File: src/rtl/sat_mac_pkg.sv
package sat_mac_pkg;

    typedef enum logic [3:0] {
        OP_MUL_LO  = 4'd0,
        OP_MULU_N  = 4'd1,
        OP_MULS_N  = 4'd2,
        OP_MULU_W  = 4'd3,
        OP_MULS_W  = 4'd4,
        OP_MAC_N   = 4'd5,
        OP_MAC_W   = 4'd6,
        OP_CLEAR   = 4'd7,
        OP_LOAD_HI = 4'd8,
        OP_LOAD_LO = 4'd9
    } mac_op_e;

    // How the operand extender shapes each raw operand
    typedef struct packed {
        logic narrow;
        logic signed_ops;
    } opnd_mode_t;

    // What the accumulator update does with the product or load value
    typedef enum logic [2:0] {
        WR_NONE,
        WR_LO_PROD,
        WR_FULL_PROD,
        WR_ACC_N,
        WR_ACC_W,
        WR_CLEAR,
        WR_HI_LOAD,
        WR_LO_LOAD
    } wr_kind_e;

    typedef struct packed {
        opnd_mode_t mode;
        wr_kind_e   kind;
    } op_ctrl_t;

    function automatic op_ctrl_t decode_op(input logic [3:0] code);
        op_ctrl_t c;
        c.mode.narrow     = 1'b0;
        c.mode.signed_ops = 1'b0;
        c.kind            = WR_NONE;
        case (code)
            OP_MUL_LO:  c.kind = WR_LO_PROD;
            OP_MULU_N: begin
                c.mode.narrow = 1'b1;
                c.kind        = WR_LO_PROD;
            end
            OP_MULS_N: begin
                c.mode.narrow     = 1'b1;
                c.mode.signed_ops = 1'b1;
                c.kind            = WR_LO_PROD;
            end
            OP_MULU_W:  c.kind = WR_FULL_PROD;
            OP_MULS_W: begin
                c.mode.signed_ops = 1'b1;
                c.kind            = WR_FULL_PROD;
            end
            OP_MAC_N: begin
                c.mode.narrow     = 1'b1;
                c.mode.signed_ops = 1'b1;
                c.kind            = WR_ACC_N;
            end
            OP_MAC_W: begin
                c.mode.signed_ops = 1'b1;
                c.kind            = WR_ACC_W;
            end
            OP_CLEAR:   c.kind = WR_CLEAR;
            OP_LOAD_HI: c.kind = WR_HI_LOAD;
            OP_LOAD_LO: c.kind = WR_LO_LOAD;
            default:    c.kind = WR_NONE;
        endcase
        return c;
    endfunction

endpackage

File: src/rtl/sat_mac_operand.sv
module sat_mac_operand
    import sat_mac_pkg::*;
#(
    parameter int IN_W     = 32,
    parameter int NARROW_W = 16,
    parameter int EXT_W    = 33
) (
    input  logic [IN_W-1:0]         raw_i,
    input  opnd_mode_t              mode_i,
    output logic signed [EXT_W-1:0] ext_o
);
    localparam int NPAD = EXT_W - NARROW_W;
    localparam int WPAD = EXT_W - IN_W;

    always_comb begin
        case ({mode_i.narrow, mode_i.signed_ops})
            2'b11:   ext_o = {{NPAD{raw_i[NARROW_W-1]}}, raw_i[NARROW_W-1:0]};
            2'b10:   ext_o = {{NPAD{1'b0}}, raw_i[NARROW_W-1:0]};
            2'b01:   ext_o = {{WPAD{raw_i[IN_W-1]}}, raw_i};
            default: ext_o = {{WPAD{1'b0}}, raw_i};
        endcase
    end
endmodule

File: src/rtl/sat_mac_mult.sv
module sat_mac_mult #(
    parameter int IN_W  = 33,
    parameter int OUT_W = 65
) (
    input  logic signed [IN_W-1:0]  a_i,
    input  logic signed [IN_W-1:0]  b_i,
    output logic signed [OUT_W-1:0] p_o
);
    logic signed [OUT_W-1:0] a_x;
    logic signed [OUT_W-1:0] b_x;

    // Sign-extend before multiplying so the low OUT_W bits are exact
    assign a_x = OUT_W'(a_i);
    assign b_x = OUT_W'(b_i);
    assign p_o = a_x * b_x;
endmodule

File: src/rtl/sat_mac_update.sv
module sat_mac_update
    import sat_mac_pkg::*;
#(
    parameter int HALF_W = 32,
    parameter int SAT_W  = 48
) (
    input  wr_kind_e                   kind_i,
    input  logic                       sat_i,
    input  logic [2*HALF_W-1:0]        acc_i,
    input  logic signed [2*HALF_W:0]   prod_i,
    input  logic [HALF_W-1:0]          load_i,
    output logic [2*HALF_W-1:0]        acc_o
);
    localparam int ACC_W  = 2 * HALF_W;
    localparam int NSUM_W = HALF_W + 2;
    localparam int WSUM_W = ACC_W + 1;
    localparam int WPAD   = WSUM_W - SAT_W + 1;

    localparam logic signed [NSUM_W-1:0] N_MAX = {3'b000, {(HALF_W-1){1'b1}}};
    localparam logic signed [NSUM_W-1:0] N_MIN = {3'b111, {(HALF_W-1){1'b0}}};
    localparam logic [HALF_W-1:0] LO_MAX  = {1'b0, {(HALF_W-1){1'b1}}};
    localparam logic [HALF_W-1:0] LO_MIN  = {1'b1, {(HALF_W-1){1'b0}}};
    localparam logic [HALF_W-1:0] OV_FLAG = {{(HALF_W-1){1'b0}}, 1'b1};
    localparam logic signed [WSUM_W-1:0] W_MAX = {{WPAD{1'b0}}, {(SAT_W-1){1'b1}}};
    localparam logic signed [WSUM_W-1:0] W_MIN = {{WPAD{1'b1}}, {(SAT_W-1){1'b0}}};

    logic [HALF_W-1:0]        acc_hi;
    logic [HALF_W-1:0]        acc_lo;
    logic signed [NSUM_W-1:0] n_sum;
    logic signed [WSUM_W-1:0] w_sum;
    logic [ACC_W-1:0]         n_next;
    logic [ACC_W-1:0]         w_next;

    assign acc_hi = acc_i[ACC_W-1:HALF_W];
    assign acc_lo = acc_i[HALF_W-1:0];

    // Narrow accumulate: lower word as a signed total, with two guard bits
    assign n_sum = $signed({{2{acc_lo[HALF_W-1]}}, acc_lo}) + $signed(prod_i[NSUM_W-1:0]);
    // Wide accumulate: one guard bit, so the clamp sees the exact total
    assign w_sum = $signed({acc_i[ACC_W-1], acc_i}) + prod_i;

    always_comb begin
        if (!sat_i) begin
            n_next = acc_i + prod_i[ACC_W-1:0];
        end else if (n_sum > N_MAX) begin
            n_next = {OV_FLAG, LO_MAX};
        end else if (n_sum < N_MIN) begin
            n_next = {OV_FLAG, LO_MIN};
        end else begin
            n_next = {acc_hi, n_sum[HALF_W-1:0]};
        end
    end

    always_comb begin
        if (!sat_i) begin
            w_next = w_sum[ACC_W-1:0];
        end else if (w_sum > W_MAX) begin
            w_next = W_MAX[ACC_W-1:0];
        end else if (w_sum < W_MIN) begin
            w_next = W_MIN[ACC_W-1:0];
        end else begin
            w_next = w_sum[ACC_W-1:0];
        end
    end

    always_comb begin
        case (kind_i)
            WR_LO_PROD:   acc_o = {acc_hi, prod_i[HALF_W-1:0]};
            WR_FULL_PROD: acc_o = prod_i[ACC_W-1:0];
            WR_ACC_N:     acc_o = n_next;
            WR_ACC_W:     acc_o = w_next;
            WR_CLEAR:     acc_o = '0;
            WR_HI_LOAD:   acc_o = {load_i, acc_lo};
            WR_LO_LOAD:   acc_o = {acc_hi, load_i};
            default:      acc_o = acc_i;
        endcase
    end
endmodule

File: src/rtl/sat_mac64.sv
module sat_mac64
    import sat_mac_pkg::*;
#(
    parameter int HALF_W   = 32,
    parameter int NARROW_W = 16,
    parameter int SAT_W    = 48
) (
    input  logic              clk,
    input  logic              rst,
    input  logic              start_i,
    input  logic [3:0]        op_i,
    input  logic              sat_i,
    input  logic [HALF_W-1:0] opa_i,
    input  logic [HALF_W-1:0] opb_i,
    output logic              done_o,
    output logic [HALF_W-1:0] acc_hi_o,
    output logic [HALF_W-1:0] acc_lo_o
);
    localparam int ACC_W  = 2 * HALF_W;
    localparam int EXT_W  = HALF_W + 1;
    localparam int PROD_W = ACC_W + 1;

    op_ctrl_t                 ctrl;
    logic [1:0][HALF_W-1:0]   raw;
    logic signed [EXT_W-1:0]  ext [2];
    logic signed [PROD_W-1:0] prod;
    logic [ACC_W-1:0]         acc_q;
    logic [ACC_W-1:0]         acc_d;
    logic                     done_q;

    assign ctrl   = decode_op(op_i);
    assign raw[0] = opa_i;
    assign raw[1] = opb_i;

    for (genvar g = 0; g < 2; g++) begin : g_opnd
        sat_mac_operand #(
            .IN_W     (HALF_W),
            .NARROW_W (NARROW_W),
            .EXT_W    (EXT_W)
        ) u_ext (
            .raw_i  (raw[g]),
            .mode_i (ctrl.mode),
            .ext_o  (ext[g])
        );
    end

    sat_mac_mult #(
        .IN_W  (EXT_W),
        .OUT_W (PROD_W)
    ) u_mult (
        .a_i (ext[0]),
        .b_i (ext[1]),
        .p_o (prod)
    );

    sat_mac_update #(
        .HALF_W (HALF_W),
        .SAT_W  (SAT_W)
    ) u_upd (
        .kind_i (ctrl.kind),
        .sat_i  (sat_i),
        .acc_i  (acc_q),
        .prod_i (prod),
        .load_i (opa_i),
        .acc_o  (acc_d)
    );

    always_ff @(posedge clk) begin
        if (rst) begin
            acc_q  <= '0;
            done_q <= 1'b0;
        end else begin
            done_q <= start_i;
            if (start_i) begin
                acc_q <= acc_d;
            end
        end
    end

    assign done_o   = done_q;
    assign acc_hi_o = acc_q[ACC_W-1:HALF_W];
    assign acc_lo_o = acc_q[HALF_W-1:0];
endmodule

File: config.mk
export PLATFORM = sky130hd
export DESIGN_NAME = sat_mac64
export DESIGN_NICKNAME = d
export VERILOG_FILES = /design/src/rtl/sat_mac_pkg.sv /design/src/rtl/sat_mac_operand.sv /design/src/rtl/sat_mac_mult.sv /design/src/rtl/sat_mac_update.sv /design/src/rtl/sat_mac64.sv
export SDC_FILE = /design/constraint.sdc
export NUM_CORES = 2
export LEC_CHECK = 0
export ABC_AREA = 1
export CORE_MARGIN = 1
export CORE_UTILIZATION = 65
export DETAILED_ROUTE_END_ITERATION = 6
export DONT_BUFFER_PORTS = 1
export GPL_TIMING_DRIVEN = 0
export MAX_ROUTING_LAYER = met4
export PLACE_DENSITY_LB_ADDON = 0.12
export SYNTH_ARGS = -nofsm -noshare
export SYNTH_HDL_FRONTEND = slang
export SYNTH_HIERARCHICAL = 1
export SYNTH_SLANG_ARGS = --single-unit
export TNS_END_PERCENT = 100
File: constraint.sdc
create_clock -name clk -period 34.8 [get_ports clk]
set_input_delay 6.96 -clock clk [delete_from_list [all_inputs] [get_ports clk]]
set_output_delay 6.96 -clock clk [all_outputs]
set_load 0.03 [all_outputs]
==> key figures <==
Worst setup path
  • WP data arrival: 21.11 ns
  • Worst path slowest cell: nor2_2
  • Worst EP required: 35.09 ns
  • Register-to-register setup slack: 29.92 ns
  • R2R Path End: acc_q[48]$_SDFFE_PP0P_
  • Worst r2r src: acc_q[0]$_SDFFE_PP0P_
  • Crit path depth: 53
  • CP Buf/Inv Count: 12
  • Setup CP Type: in2reg
  • Critical path's top delay family: simple AND/OR/NAND/NOR gates
  • Crit-path most repeated cell: nand2_1
  • Worst setup EP type: register
  • Critical path launch point type: input pin
  • Reg2Reg Depth: 22
  • Max FO, Critical Path: 14
  • Worst path max stage delay: 0.81 ns

Clock network
  • H-tree lvl count: 3
  • TritonCTS clock tree: built
  • Cts repair resizes: 0
  • CTS Hold Bufs: 0
  • Longest Clk Path Bufs: 2
  • Sink Count: 65
  • # Post-CTS Setup Buffers: 0
  • Clock latency on the worst-skew pair: 0.38 ns
  • Clock slew at reported path FFs: 0.06 ns
  • Root buffer cell: clkbuf_16
  • CTS Buf Count: 9

Timing
  • Final setup vio count: 0
  • Setup TNS Final: 0 ns
  • Skew final: 0.01761 ns
  • RSZ-0062 raised after global routing: false
  • Final worst setup slack: 13.99 ns
  • Final count of pins violating max slew: 22
  • Max Freq: 48.05 MHz
  • Worst Tran Pin Value: 1.685 ns
  • Min Tclk post-route: 20.81 ns
  • Worst hold margin: 0.7154 ns
  • Worst rel slew slack: -12.36%
  • Tcrit/Tclk final: 59.81%
  • Final hold violation count: 0

GRT
  • First-pass GRT wire length: 345.5 mm
  • Largest net degree at the start of global routing: 27
  • Number of antenna violations at the first check in global routing: 30
  • Total GRT Usage: 58.37%
  • Overflow after GRT: 0
  • Vias in the first global route: 54190

Floorplan
  • I/O Pins: 137
  • Core Box Area: 82500 um^2
  • Die width: 291.7 um
  • Die Height: 291.7 um
  • Row Count: 105
  • DIE AREA: 85070 um^2
  • Initial core utilization: 66.11%

Drt
  • # DRC: 9
  • Post-Route WL: 237.7 mm
  • Starting DRT DRC Count: 9090
  • Drt via density: 6.105
  • Drt wl/cell: 26.20 um
  • Post-DRT Antenna Nets: 0
  • Vias: 55370
  • 1st-pass router iterations: 7

Cells and area
  • P&R area growth vs syn: 3.294%
  • Fin nets: 9436
  • Non-Filler Instances: 9070
  • Fill cell count: 7066
  • Layout cells sized above 1: 2.792%

Hold path
  • Endpoint, Worst Hold: acc_q[38]$_SDFFE_PP0P_
  • Hold Crit Depth: 2
  • Hold Startpoint: acc_q[38]$_SDFFE_PP0P_
  • Worst min-delay path class: reg2reg

Logic synthesis
  • Synth area leader: fa_1
  • Netlist cell types: 51
  • Top cell type's share of synthesized area: 41.73%
  • Syn Nets: 9423
  • Largest cells by area after synthesis: fa_1, nand2_1, inv_1
  • Mapped Cells: 7935
  • Flop and latch count out of synthesis: 65
  • Number of synthesized flops with an enable pin: 0
  • Post-synthesis sequential area ratio: 2.386%
  • Synth async-reset ratio: 0%
  • Mapped Area: 54540 um^2
  • Main flop type after synthesis: dfxtp_1
  • Syn avg cell area: 6.873 um^2
  • YS warnings: 6
  • Commonest cells in the netlist: nand2_1, inv_1, fa_1
  • Most common cell in the netlist: nand2_1

Run status
  • Status: finished with violations
  • Failing checks: design-rule violations, max-capacitance violations, max-slew violations

Placed design
  • DP Worst Slack: 13.81 ns
  • Dpl cells: 9006
  • Placer Congestion: 1.165
  • Hpwl dp: 201.5 mm
  • IO buf count: 0

Run
  • Max Cap Viol: 2
## registers in the layout, indices dropped and copies added, names as in the netlist
signal  flops
acc_q      64
done_o      1
## final cells by class
class                   instances  area, um^2  share of cell area (%)
repair buffers                  2       22.52                 0.03998
plain buffers                 398        1817                   3.225
clock inverters                 2       37.54                 0.06663
flip-flops and latches         65        1301                   2.310
diodes                         48       120.1                  0.2132
clock buffers                  13       260.3                  0.4619
multi-input cells            5247       43090                   76.48
inverters                    2225        8352                   14.82
well taps                    1070        1339                   2.376
## how the worst max path moves through the flow
stage | startpoint | to | slack [ns]
after floorplan | op_i[3] | acc_q[6]$_SDFFE_PP0P_ | 17.59
after global placement | op_i[3] | acc_q[31]$_SDFFE_PP0P_ | 14.03
after detailed placement | op_i[0] | acc_q[31]$_SDFFE_PP0P_ | 13.81
after CTS | op_i[0] | acc_q[24]$_SDFFE_PP0P_ | 14.17
after global routing | op_i[0] | acc_q[43]$_SDFFE_PP0P_ | 13.44
final | op_i[3] | acc_q[20]$_SDFFE_PP0P_ | 13.99
## tightest hold or removal path: stages (launching register included)
cell and delay [ns]:
dfxtp_1 0.47, nand2_1 0.14, a21oi_1 0.05
## layout by cell type, fill, tap and decap left out, types with 13 or more instances in the layout
cell type  count
a21o_1        15
a21oi_1      240
a21oi_2       22
a221oi_1      13
a22oi_1       47
buf_2         19
buf_4         41
buf_6         21
clkbuf_1     315
dfxtp_1       65
diode_2       48
fa_1        1137
ha_1         279
inv_1       2199
inv_2         23
nand2_1     2526
nand2_2       17
nand3_1      247
nand4_1       68
nor2_1       273
nor2_2        20
nor3_1        27
nor4_1        21
o21ai_0       53
o21ai_1       24
o21bai_1      31
xnor2_1       52
xor2_1        42
## layer usage
| metal | up-vias | global-route usage [%] | wire length, um |
|---|---|---|---|
| met2 | 5188 | 74.80 | 90700 |
| met3 | 1414 | 29.57 | 45520 |
| li1 | 22760 | - | - |
| met4 | 0 | 37.63 | 20490 |
| met1 | 26010 | 71.50 | 80950 |
| met5 | - | - | 0 |
## logic make-up (layout without fill, tap and decap cells)
kind of cell    Yosys count  after routing  synth area share (%)
buf+inv                2623           2640                 18.64
fa+ha+maj              1416           1416                 48.13
xor+xnor                 94             94                 1.509
compound gates          481            481                 5.297
other cells               0             48                     0
flops                    65             65                 2.386
simple gates           3256           3256                 24.03
## stage by stage
step           instance area (um^2)  util [%]
2_1_floorplan                 54540         -
3_3_place_gp                  55880     67.73
3_5_place_dp                  55910     67.76
4_1_cts                       56200     68.12
5_1_grt                       56320     68.26
6_report                      56340     68.28
Power is not shown: default switching activity piles up to over one toggle a cycle in this logic, so the estimate is an artifact.
